--- src/rtl/pem_pkg.sv ---
package pem_pkg;

    typedef enum logic [2:0] {
        ERR_NONE       = 3'd0,
        ERR_RANGE      = 3'd1,
        ERR_VERSION    = 3'd2,
        ERR_IDENT      = 3'd3,
        ERR_DUP_REGION = 3'd4,
        ERR_VEC_FULL   = 3'd5,
        ERR_SELF_DROP  = 3'd6,
        ERR_TABLE_FULL = 3'd7
    } err_e;

    typedef enum logic [1:0] {
        PH_VERSION,
        PH_IDENT,
        PH_COLLECT,
        PH_LIVE
    } phase_e;

    typedef enum logic [1:0] {
        MK_BAD,
        MK_REGION,
        MK_JOIN,
        MK_LEAVE
    } kind_e;

    typedef struct packed {
        logic [63:0] value;
        logic        handle;
    } word_t;

    // value in 0..65535
    function automatic logic fits_id(input logic [63:0] v);
        return v[63:16] == 48'd0;
    endfunction

    function automatic kind_e classify(input word_t w);
        if (w.value == {64{1'b1}})
            return w.handle ? MK_REGION : MK_BAD;
        else if (!fits_id(w.value))
            return MK_BAD;
        else
            return w.handle ? MK_JOIN : MK_LEAVE;
    endfunction

endpackage

--- src/rtl/pem_assembler.sv ---
module pem_assembler
    import pem_pkg::*;
(
    input  logic       clk,
    input  logic       rst,
    input  logic       in_valid,
    input  logic [7:0] in_byte,
    input  logic       in_handle,
    output logic       word_valid,
    output word_t      word
);

    logic [2:0]  idx;
    logic [55:0] acc;

    always_ff @(posedge clk) begin
        if (rst) begin
            idx        <= 3'd0;
            word_valid <= 1'b0;
            acc        <= '0;
            word       <= '0;
        end else begin
            word_valid <= 1'b0;
            if (in_valid) begin
                if (idx == 3'd7) begin
                    word_valid  <= 1'b1;
                    word.value  <= {in_byte, acc};
                    word.handle <= in_handle;
                    idx         <= 3'd0;
                end else begin
                    acc[{idx, 3'b000} +: 8] <= in_byte;
                    idx                     <= idx + 3'd1;
                end
            end
        end
    end

    // a word needs eight bytes, so completions never come back to back
    frame_gap_chk: assert property (@(posedge clk) disable iff (rst)
        word_valid |=> !word_valid);

endmodule

--- src/rtl/pem_peer_table.sv ---
module pem_peer_table #(
    parameter int MAX_PEERS   = 16,
    parameter int NUM_VECTORS = 4,
    localparam int PIDX_W = (MAX_PEERS > 1) ? $clog2(MAX_PEERS) : 1,
    localparam int CNT_W  = $clog2(NUM_VECTORS + 1),
    localparam int PC_W   = $clog2(MAX_PEERS + 1)
) (
    input  logic              clk,
    input  logic              rst,
    input  logic [PIDX_W-1:0] rd_idx,
    output logic [CNT_W-1:0]  rd_cnt,
    input  logic              wr_en,
    input  logic [PIDX_W-1:0] wr_idx,
    input  logic [CNT_W-1:0]  wr_cnt,
    input  logic              grow_en,
    input  logic [PC_W-1:0]   grow_to,
    output logic [PC_W-1:0]   count
);

    logic [CNT_W-1:0] cnt [MAX_PEERS];

    for (genvar g = 0; g < MAX_PEERS; g++) begin : g_entry
        always_ff @(posedge clk) begin
            if (rst)
                cnt[g] <= '0;
            else if (wr_en && wr_idx == PIDX_W'(g))
                cnt[g] <= wr_cnt;
        end
    end

    assign rd_cnt = cnt[rd_idx];

    always_ff @(posedge clk) begin
        if (rst)
            count <= '0;
        else if (grow_en)
            count <= grow_to;
    end

    // the table only grows and never exceeds its capacity
    no_overflow_chk: assert property (@(posedge clk) disable iff (rst)
        count <= PC_W'(MAX_PEERS));


    grow_mono_chk: assert property (@(posedge clk) disable iff (rst)
        1'b1 |=> count >= $past(count));

    // no entry counts past the vector limit
    vec_limit_chk: assert property (@(posedge clk) disable iff (rst)
        wr_en |=> rd_cnt <= CNT_W'(NUM_VECTORS) || rd_idx != $past(wr_idx));

endmodule

--- src/rtl/pem_decoder.sv ---
module pem_decoder
    import pem_pkg::*;
#(
    parameter int          MAX_PEERS   = 16,
    parameter int          NUM_VECTORS = 4,
    parameter logic [63:0] PROTO_VER   = 64'd0,
    localparam int PIDX_W = (MAX_PEERS > 1) ? $clog2(MAX_PEERS) : 1,
    localparam int CNT_W  = $clog2(NUM_VECTORS + 1),
    localparam int PC_W   = $clog2(MAX_PEERS + 1),
    localparam int VEC_W  = (NUM_VECTORS > 1) ? $clog2(NUM_VECTORS) : 1
) (
    input  logic             clk,
    input  logic             rst,
    input  logic             cfg_master,
    input  logic             in_valid,
    input  logic [7:0]       in_byte,
    input  logic             in_handle,
    output logic             setup_done,
    output logic [15:0]      own_id,
    output logic [PC_W-1:0]  peer_count,
    output logic             join_valid,
    output logic [15:0]      join_peer,
    output logic [VEC_W-1:0] join_vector,
    output logic             local_valid,
    output logic [VEC_W-1:0] local_vector,
    output logic             leave_valid,
    output logic [15:0]      leave_peer,
    output logic             region_valid,
    output logic             err_valid,
    output logic [2:0]       err_code
);

    logic   w_valid;
    word_t  w;
    phase_e phase, nxt_phase;

    pem_assembler u_asm (
        .clk        (clk),
        .rst        (rst),
        .in_valid   (in_valid),
        .in_byte    (in_byte),
        .in_handle  (in_handle),
        .word_valid (w_valid),
        .word       (w)
    );

    logic [15:0]      peer;
    logic [CNT_W-1:0] rd_cnt, t_wr_cnt;
    logic             t_wr_en, t_grow;
    logic [PC_W-1:0]  t_grow_to;

    assign peer = w.value[15:0];

    pem_peer_table #(
        .MAX_PEERS   (MAX_PEERS),
        .NUM_VECTORS (NUM_VECTORS)
    ) u_tab (
        .clk     (clk),
        .rst     (rst),
        .rd_idx  (peer[PIDX_W-1:0]),
        .rd_cnt  (rd_cnt),
        .wr_en   (t_wr_en),
        .wr_idx  (peer[PIDX_W-1:0]),
        .wr_cnt  (t_wr_cnt),
        .grow_en (t_grow),
        .grow_to (t_grow_to),
        .count   (peer_count)
    );

    err_e        d_code;
    logic        d_join, d_leave, d_region, d_local;
    logic [15:0] nxt_own;
    kind_e       kind;

    always_comb begin
        kind      = classify(w);
        nxt_phase = phase;
        nxt_own   = own_id;
        d_code    = ERR_NONE;
        d_join    = 1'b0;
        d_leave   = 1'b0;
        d_region  = 1'b0;
        d_local   = 1'b0;
        t_wr_en   = 1'b0;
        t_wr_cnt  = '0;
        t_grow    = 1'b0;
        t_grow_to = peer_count;
        if (w_valid) begin
            unique case (phase)
                PH_VERSION: begin
                    if (!w.handle && w.value == PROTO_VER) nxt_phase = PH_IDENT;
                    else                                   d_code    = ERR_VERSION;
                end
                PH_IDENT: begin
                    if (w.handle || !fits_id(w.value) || (cfg_master && peer != 16'd0))
                        d_code = ERR_IDENT;
                    else begin
                        nxt_own   = peer;
                        nxt_phase = PH_COLLECT;
                    end
                end
                default: begin
                    unique case (kind)
                        MK_BAD: d_code = ERR_RANGE;
                        MK_REGION: begin
                            if (phase == PH_LIVE) d_code = ERR_DUP_REGION;
                            else begin
                                d_region  = 1'b1;
                                nxt_phase = PH_LIVE;
                            end
                        end
                        default: begin
                            if (peer >= 16'(MAX_PEERS)) d_code = ERR_TABLE_FULL;
                            else begin
                                if (peer >= 16'(peer_count)) begin
                                    t_grow    = 1'b1;
                                    t_grow_to = PC_W'(peer) + PC_W'(1);
                                end
                                if (kind == MK_JOIN) begin
                                    if (rd_cnt >= CNT_W'(NUM_VECTORS)) d_code = ERR_VEC_FULL;
                                    else begin
                                        t_wr_en  = 1'b1;
                                        t_wr_cnt = rd_cnt + CNT_W'(1);
                                        d_join   = 1'b1;
                                        d_local  = (peer == own_id);
                                    end
                                end else begin
                                    if (peer == own_id) d_code = ERR_SELF_DROP;
                                    else begin
                                        t_wr_en = 1'b1;
                                        d_leave = 1'b1;
                                    end
                                end
                            end
                        end
                    endcase
                end
            endcase
        end
    end

    always_ff @(posedge clk) begin
        if (rst) begin
            phase        <= PH_VERSION;
            own_id       <= '0;
            join_valid   <= 1'b0;
            join_peer    <= '0;
            join_vector  <= '0;
            local_valid  <= 1'b0;
            local_vector <= '0;
            leave_valid  <= 1'b0;
            leave_peer   <= '0;
            region_valid <= 1'b0;
            err_valid    <= 1'b0;
            err_code     <= '0;
        end else begin
            phase        <= nxt_phase;
            own_id       <= nxt_own;
            join_valid   <= d_join;
            join_peer    <= d_join ? peer : 16'd0;
            join_vector  <= d_join ? rd_cnt[VEC_W-1:0] : '0;
            local_valid  <= d_local;
            local_vector <= d_local ? rd_cnt[VEC_W-1:0] : '0;
            leave_valid  <= d_leave;
            leave_peer   <= d_leave ? peer : 16'd0;
            region_valid <= d_region;
            err_valid    <= (d_code != ERR_NONE);
            err_code     <= d_code;
        end
    end

    assign setup_done = (phase == PH_LIVE);

    // once setup completes it stays complete
    setup_hold_chk: assert property (@(posedge clk) disable iff (rst)
        setup_done |=> setup_done);

    // a local strobe always rides on a join for this endpoint
    local_strobe_chk: assert property (@(posedge clk) disable iff (rst)
        local_valid |-> join_valid && join_peer == own_id && local_vector == join_vector);

    // errors exclude every event pulse
    pulse_excl_chk: assert property (@(posedge clk) disable iff (rst)
        err_valid |-> !join_valid && !leave_valid && !region_valid);


    err_code_chk: assert property (@(posedge clk) disable iff (rst)
        err_valid |-> err_code != 3'd0);

    // this endpoint never leaves itself
    self_leave_chk: assert property (@(posedge clk) disable iff (rst)
        leave_valid |-> leave_peer != own_id);

    // a region pulse only comes with setup completing
    region_done_chk: assert property (@(posedge clk) disable iff (rst)
        region_valid |-> setup_done && !$past(setup_done));

endmodule

--- config.mk ---
export PLATFORM = sky130hd
export DESIGN_NAME = pem_decoder
export DESIGN_NICKNAME = d
export VERILOG_FILES = /design/src/rtl/pem_pkg.sv /design/src/rtl/pem_assembler.sv /design/src/rtl/pem_peer_table.sv /design/src/rtl/pem_decoder.sv
export SDC_FILE = /design/constraint.sdc
export NUM_CORES = 1
export LEC_CHECK = 0
export ABC_AREA = 1
export BUFFER_PORTS_ARGS = -buffer_cell sky130_fd_sc_hd__buf_2
export CORE_ASPECT_RATIO = 1.4
export CORE_MARGIN = 5
export CORE_UTILIZATION = 35
export DETAILED_ROUTE_END_ITERATION = 12
export SYNTH_ARGS = -nofsm -noshare
export SYNTH_HDL_FRONTEND = slang
export SYNTH_SLANG_ARGS = --single-unit
--- constraint.sdc ---
create_clock -name clk -period 4.6 [get_ports clk]
set_input_delay 0.92 -clock clk [delete_from_list [all_inputs] [get_ports clk]]
set_output_delay 0.92 -clock clk [all_outputs]
set_load 0.05 [all_outputs]
==> results.md, run 1 <==
* Synth cell types at 42
* Bufs on Longest Clock Path at 3
* Nets at 1327
* Arrival time at the worst endpoint at 3380 ps
* Sequential cell area fraction in the yosys report at 52.9%
* Status: finished, final reports clean
* Layout cells sized above 1 at 13.4%
* Vias at 8189
* Number of fillers in the final layout at 2946
* Avg Cell Area, Syn at 8.32 µm²
* Iteration-0 DRC Markers at 516
* Post-route ant nets at 0
* Area grow syn2layout at 15.2%
* Fin. max-slew vios at 0
* Cell Chain, Critical Path: inv_1 -> ha_1 -> ha_1 -> inv_1 -> nor3_2 -> nand2_1 -> nor2_1 -> inv_2 -> o21ai_0 -> a21oi_1
* Crit-path max FO at 13
* Crit end category: flip-flop
* Share of the synthesized area in the top cell type at 38.7%
* Final hold vios at 0
* Setup TNS at 0 ps
* Worst-Margin Slew at 1150 ps
* Largest stage delay on the critical path at 600 ps
* # diodes at 0
* Clock latency at the later pin of the worst-skew pair at 530 ps
* Largest area contributor in the netlist: dfxtp_1
* Core area at 28500 µm²
* CTS Buf Count at 25
* Max Clock Freq at 0.338 GHz
* Reg2Reg Depth at 10
* Final setup vio count at 0
* Critical Path RT at 5020 ps
* Pwr dens at 390 nW/µm²
* Chip height at 211 µm
* Register bit count reported by yosys at 244
* Dpl hpwl at 18600 µm
* RSZ-0062 raised after global routing: no
* Final min period at 2960 ps
* Vias per std cell at 4.85
* Die X at 154 µm
* Placed Cells incl. Taps at 1644
* Slew HR at 23.0%
* Sink count of the clock tree at 244
* Post-Syn Instances at 1220
* Initial antenna violation count at 0
* Gp weighted congestion at 0.917
* Post-route setup slack at 1640 ps
* Worst min-delay path class: reg2reg
* GRT Overall Usage at 15.9%
* Hold buffer count at CTS at 0
* Clk slew on worst S/H paths at 70 ps
* Synth Cell Area at 10100 µm²
* Largest net degree at the start of global routing at 106
* Ranking of synthesized cells by area: dfxtp_1 (39%), edfxtp_1 (14%), o21ai_0 (7.5%), nor2_1 (7.5%), a21oi_1 (5.7%)
* Finished Layout Cells at 1690
* DRC at 0
* Worst Hold Slack at 443 ps
* CTS tree: built
* Die footprint at 32500 µm²
* Routed wire per std cell at 15.4 µm
* CP Class: reg2reg
* WHS Path Cells at 2
* Vias in the first global route at 8167
* Total Power at 4550 µW
* 1st-pass router iterations at 5
* Tcrit/Tclk final at 64.2%
* Pleak at 0.00482 µW
* Initial Util at 35.6%
* CP max-delay cell: dfxtp_1
* Post-CTS Resized at 0
* H-tree depth at 1
* Post-CTS Setup Bufs at 0
* Element type at the critical path start: flip-flop
* Gr ovfl total at 0
* Maximum capacitance violations at 0
* Max VDD drop at 306 µV
* YS warnings at 0
* Commonest non-fill, non-tap cell in the layout: nor2_1
* Buffers on Ports at 78
* Clk_skew at 8.46 ps
* Commonest cells after routing, fill and taps aside: nor2_1 (203), dfxtp_1 (196), o21ai_0 (153), nand2_1 (145), inv_1 (119)
* First-pass GRT wire length at 41900 µm
* DRT Wirelength at 26000 µm
* I/O Pins at 79
* Root Buffer: clkbuf_16
* Pre-CTS WS at 1690 ps
* Row count at 73
critical path: cells and delay by family, from the launching register on:
kind / cells / cell delay [ps]
AOI/OAI and AO/OA: 2 / 210
adders and majority gates: 2 / 620
buffers and inverters: 3 / 580
DFF: 1 / 600
and+or+nand+nor: 3 / 840
routing by layer:
metal  vias up  part of all wire, %  track usage [%]
met5         -                    0                0
met4         0                  3.6             6.43
met3        58                  4.2             2.25
met2       205                   53             30.0
met1      3755                   39             17.8
li1       4171                    -                -
cells in the mapped netlist, drive strengths merged:
master / count
a211oi: 3
a21oi: 115
a22oi: 2
buf: 23
clkbuf: 35
clkinv: 1
conb: 1
dfxtp: 196
edfxtp: 48
ha: 18
inv: 126
nand2: 151
nand3: 33
nand4: 35
nor2: 219
nor3: 28
nor4: 5
o211ai: 3
o21ai: 153
o21bai: 2
o221ai: 5
o22ai: 3
or2: 1
xnor2: 11
xor2: 3
final timing paths:
path	start	end	slack, ps
worst max-delay path	u_asm.idx[0]$_SDFFE_PP0P_	u_asm.acc[32]$_SDFFE_PP0P_	1640
worst min-delay path	u_asm.acc[15]$_SDFFE_PP0P_	u_asm.acc[15]$_SDFFE_PP0P_	440
worst max register to register	u_asm.idx[0]$_SDFFE_PP0P_	u_asm.acc[32]$_SDFFE_PP0P_	1640
worst min register to register	u_asm.acc[15]$_SDFFE_PP0P_	u_asm.acc[15]$_SDFFE_PP0P_	440
where the power goes:
group          internal (µW)  switching (µW)
Combinational           56.2             182
Clock                   1200             871
Sequential              2220            18.5
Total                   3480            1070
layout make-up:
cell class | instances | area (µm²) | area share, %
Timing Repair Buffer | 84 | 435 | 3.73
Tap cell | 375 | 469 | 4.02
Clock inverter | 18 | 185 | 1.58
Multi-Input combinational cell | 814 | 4090 | 35.0
Inverter | 127 | 484 | 4.14
Sequential cell | 244 | 5370 | 45.9
Clock buffer | 28 | 657 | 5.62
flip-flops by register name (all words and copies together) (netlist names), named ones only:
| register | flops |
|---|---|
| u_asm.word | 65 |
| region_valid | 1 |
| join_peer | 16 |
| u_tab.count | 5 |
| join_valid | 1 |
| u_asm.word_valid | 1 |
| u_asm.acc | 56 |
| local_vector | 2 |
| join_vector | 2 |
| err_valid | 1 |
| leave_peer | 16 |
| own_id | 16 |
| u_asm.idx | 3 |
| phase | 2 |
| u_tab.cnt | 48 |
| err_code | 3 |
| leave_valid | 1 |
| local_valid | 1 |
through the flow:
| stage | utilization [%] | instance area (µm²) |
|---|---|---|
| finish | 41.0 | 11700 |
| global route | 41.0 | 11700 |
| CTS | 41.0 | 11700 |
| detailed placement | 38.0 | 10800 |
| global placement | 38.0 | 10800 |
| floorplan | - | 10200 |
cells by family (layout without fill, tap and decap cells):
logic type                 after synthesis  in the layout  synth area share, %
AOI/OAI and AO/OA                      286            286                 14.6
xor gates and xnor gates                14             14                 1.21
adders and majority gates               18             18                 2.22
buffers and inverters                  185            257                 7.71
DFF                                    244            244                 52.9
other                                    1             24               0.0370
and+or+nand+nor                        472            472                 21.4
No activity file was read; power rests on OpenSTA's default activity.
==> run 2, diff against run 1 <==
Clock period 4.6 ns to 2.9 ns, I/O delays scaled along.
==> results.md, run 2 (synthesis results as in run 1) <==
* Arrival time at the worst endpoint at 2930 ps
* Initial antenna violation count at 0
* # diodes at 0
* Logic pwr share at 5.4%
* Slew HR at 50.1%
* Hold_sp: in_byte[0]
* First-pass GRT wire length at 42100 µm
* Crit end category: flip-flop
* H-tree depth at 1
* Layout cells sized above 1 at 14.3%
* Status: finished, final reports clean
* Largest register FFs at 65
* CTS tree: built
* Area grow syn2layout at 16.8%
* Clk slew on worst S/H paths at 70 ps
* Fin. max-slew vios at 0
* Crit-path max FO at 24
* Worst-Margin Slew at 746 ps
* Pleak at 0.00492 µW
* Maximum capacitance violations at 0
* Post-route ant nets at 0
* Largest register by flop count: u_asm.word
* CTS Buf Count at 25
* Die footprint at 32500 µm²
* WHS Path Cells at 3
* Pre-CTS WS at 258 ps
* Pwr dens at 611 nW/µm²
* Initial Util at 35.6%
* Worst min-delay path class: in2reg
* Iteration-0 DRC Markers at 492
* Gr ovfl total at 0
* P_sw at 1660 µW
* Buffers on Ports at 78
* 1st-pass router iterations at 5
* Nets at 1344
* Cell Int Power at 5580 µW
* Tcrit/Tclk final at 92.2%
* Vias at 8224
* Setup TNS at 0 ps
* Vias in the first global route at 8103
* Final setup vio count at 0
* Core area at 28500 µm²
* DRC at 0
* Largest net degree at the start of global routing at 70
* Die X at 154 µm
* Sw Ratio at 23.0%
* Critical Path RT at 3160 ps
* Final min period at 2670 ps
* Commonest cells after routing, fill and taps aside: nor2_1 (203), dfxtp_1 (196), o21ai_0 (153), nand2_1 (145), inv_1 (119)
* Root Buffer: clkbuf_16
* Post-CTS Resized at 0
* Gp weighted congestion at 0.895
* Routed wire per std cell at 15.4 µm
* Clock share of power at 45.6%
* Element type at the critical path start: flip-flop
* Vias per std cell at 4.82
* Post-route setup slack at 226 ps
* Dpl hpwl at 19000 µm
* RSZ-0062 raised after global routing: no
* Sink count of the clock tree at 244
* CP Class: reg2reg
* Post-CTS Setup Bufs at 0
* Clk_skew at 17.9 ps
* Chip height at 211 µm
* DRT Wirelength at 26200 µm
* Hold buffer count at CTS at 0
* Commonest non-fill, non-tap cell in the layout: nor2_1
* Max Clock Freq at 0.374 GHz
* Sequential Power Share at 49.0%
* Row count at 73
* Final hold vios at 0
* I/O Pins at 79
* Bufs on Longest Clock Path at 3
* GRT Overall Usage at 16.1%
* Reg2Reg Depth at 9
* Max VDD drop at 480 µV
* Top flop regs: u_asm.word: 65 flops, u_asm.acc: 56 flops, u_tab.cnt: 48 flops
* Clock latency at the later pin of the worst-skew pair at 540 ps
run 2: cell types whose count changed in the layout (fill, tap and decap cells not counted):
cell,change
buf_12,+2
buf_4,+15
bufinv_16,-1
clkbuf_1,+3
clkbuf_16,+1
clkbuf_4,+1
clkbuf_8,+3
clkinv_1,-1
clkinv_2,-3
clkinv_4,-1
clkinvlp_4,-2
run 2: through the flow:
stage                     instance area, µm²  hold slack, ps  std cells  utilization, %  power, µW
after floorplan                        10200             420       1243               -       3890
after global placement                 11000             429       1661            38.6       4010
after detailed placement               11000             434       1661            38.6       4010
after CTS                              11800             373       1707            41.6       7330
after global routing                   11800             403       1707            41.6       7520
final                                  11800             388       1707            41.6       7240
run 2: power by group through the flow:
stage	Clock (µW)	Combinational (µW)	Sequential, µW
finish	3300	388	3550
global placement	0	385	3620
floorplan	0	216	3680
CTS	3390	390	3550
global route	3540	427	3550
detailed placement	0	388	3620
run 2: layer usage:
metal / part of all wire [%] / up-vias / track usage [%]
met2: 53 / 226 / 30.7
met5: 0 / - / 0
met1: 38 / 3733 / 17.5
met3: 4.6 / 61 / 2.23
met4: 4.2 / 0 / 7.19
li1: - / 4204 / -
run 2: critical path, stage by stage (launching register included):
cell,delay [ps]
dfxtp_1,630
inv_6,160
o21ai_0,310
o221ai_1,190
o211ai_1,120
nand2_1,140
ha_1,230
ha_1,190
nand3_2,320
nor2_1,110
run 2: cell type report:
cell class / instances / area (µm²)
inverter: 127 / 484
fill: 2915 / 16600
sequential: 244 / 5370
clock buffer: 36 / 742
multi-input combinational: 814 / 4090
timing repair buffer: 101 / 588
tap: 375 / 469
clock inverter: 10 / 113
run 2: worst paths after layout:
| kind | endpoint | slack (ps) |
|---|---|---|
| max | u_tab.cnt[0][2]$_SDFFCE_PN0P_ | 230 |
| min | u_asm.acc[32]$_SDFFE_PP0P_ | 390 |
| max reg2reg | u_tab.cnt[0][2]$_SDFFCE_PN0P_ | 230 |
| min reg2reg | u_asm.acc[13]$_SDFFE_PP0P_ | 440 |
==> run 3, diff against run 2 <==
Settings changed: MAX_ROUTING_LAYER set to met4, SKIP_LAST_GASP set to 1.
==> results.md, run 3 (synthesis results as in run 1) <==
* Status: finished, final reports clean
* CTS tree: built
* Pwr dens at 606 nW/µm²
* 1st-pass router iterations at 5
* Final hold vios at 0
* Gr ovfl total at 0
* Clk_skew at 24.4 ps
* Initial Util at 35.6%
* DRC at 0
* Largest stage delay on the critical path at 600 ps
* Buffers on Ports at 78
* Iteration-0 DRC Markers at 418
* Final min period at 2670 ps
* RSZ-0062 raised after global routing: no
* Met3 WL at 1060 µm
* Commonest cells after routing, fill and taps aside: nor2_1 (203), dfxtp_1 (196), o21ai_0 (153), nand2_1 (145), inv_1 (119)
* Dpl hpwl at 19200 µm
* I/O Pins at 79
* Area grow syn2layout at 16.6%
* Max VDD drop at 443 µV
* Wl on met1 at 10300 µm
* Post-route ant nets at 0
* Fin. max-slew vios at 0
* GRT Overall Usage at 16.1%
* Tcrit/Tclk final at 92.2%
* R2R Setup Slk at 230 ps
* Commonest non-fill, non-tap cell in the layout: nor2_1
* Layout cells sized above 1 at 14.4%
* CTS Buf Count at 25
* Largest register by flop count: u_asm.word
* First-pass GRT wire length at 41200 µm
* Final setup vio count at 0
* Bufs on Longest Clock Path at 3
* Maximum capacitance violations at 0
* Gp weighted congestion at 0.897
* Largest net degree at the start of global routing at 70
* Crit end category: flip-flop
* Root Buffer: clkbuf_16
* Vias per std cell at 4.81
* Initial antenna violation count at 0
* Chip height at 211 µm
* Row count at 73
* Core area at 28500 µm²
* Vias in the first global route at 7945
* Placed Cells incl. Taps at 1663
* Highest routed layer: met4
* Die footprint at 32500 µm²
* CP max-delay cell: dfxtp_1
* Clock latency at the later pin of the worst-skew pair at 520 ps
* Max Clock Freq at 0.374 GHz
* Slew HR at 57.6%
* Top flop regs: u_asm.word: 65 flops, u_asm.acc: 56 flops, u_tab.cnt: 48 flops
* Worst-Margin Slew at 636 ps
* H-tree depth at 1
* Worst min-delay path class: in2reg
* Setup TNS at 0 ps
* Arrival time at the worst endpoint at 2910 ps
* CP Class: reg2reg
* Vias at 8212
* # diodes at 0
* Final Util at 41.5%
* Cell Chain, Critical Path: inv_6 -> o21ai_0 -> o221ai_1 -> o211ai_1 -> nand2_1 -> ha_1 -> ha_1 -> nand3_2 -> nor2_1
* Finished Layout Cells at 1708
* Routed wire per std cell at 15.4 µm
* Worst Hold Slack at 383 ps
* Clk slew on worst S/H paths at 60 ps
* Crit-path max FO at 24
* Nets at 1346
* Die X at 154 µm
* DRT Wirelength at 26200 µm
* Total Power at 7170 µW
* CP top delay family: compound AO/OA/AOI/OAI gates
* Element type at the critical path start: flip-flop
* Sink count of the clock tree at 244
* Worst path most repeated cell: ha_1
* Post-CTS Setup Bufs at 0
* WL met2 at 13700 µm
* Buf+Inv Stages, Crit Path at 1
* Largest register FFs at 65
* Post-CTS Resized at 0
* Hold buffer count at CTS at 0
* Pleak at 0.00491 µW
* Critical Path RT at 3130 ps
-- run 3: cell types whose count changed in the layout (fill, tap and decap cells not counted), sizes merged --
| cell | delta |
|---|---|
| clkbuf | +2 |
| clkinv | -1 |
| inv | -1 |
| bufinv | -1 |
| buf | +2 |
-- run 3: final timing paths --
path	endpoint	cells after the start	start
worst min register to register	u_asm.acc[14]$_SDFFE_PP0P_	2	u_asm.acc[14]$_SDFFE_PP0P_
worst max register to register	u_tab.cnt[6][2]$_SDFFCE_PN0P_	9	flip-flop
worst min-delay path	u_asm.acc[32]$_SDFFE_PP0P_	3	in_byte[0]
worst max-delay path	u_tab.cnt[6][2]$_SDFFCE_PN0P_	9	flip-flop
-- run 3: routing by layer --
layer / vias up / track usage (%)
met3: 70 / 2.09
met2: 195 / 29.5
met4: 0 / 6.92
met5: - / -
met1: 3736 / 17.2
li1: 4211 / -
-- run 3: worst reg2reg max path: cells and delay by family (launching register included) --
family,cells,cell delay [ps]
flops,1,600
simple gates,3,590
buf+inv,1,160
fa+ha+maj,2,420
compound gates,3,640
-- run 3: power breakdown --
group          switching [µW]  internal, µW  leakage, µW
logic                     296          94.1      0.00242
clock network            1310          1920     0.000411
registers                27.5          3520      0.00208
-- run 3: final cells by class --
type,instances,area (µm²)
fillers,2955,16700
flip-flops and latches,244,5370
multi-input cells,814,4090
clock buffers,38,769
repair buffers,103,591
inverters,127,484
well taps,375,469
clock inverters,7,68.8
-- run 3: through the flow --
stage | cell area [µm²] | worst slack (ps)
detailed placement | 11000 | 314
global placement | 11000 | 326
global route | 11800 | 129
finish | 11800 | 227
floorplan | 10200 | 372
CTS | 11800 | 272
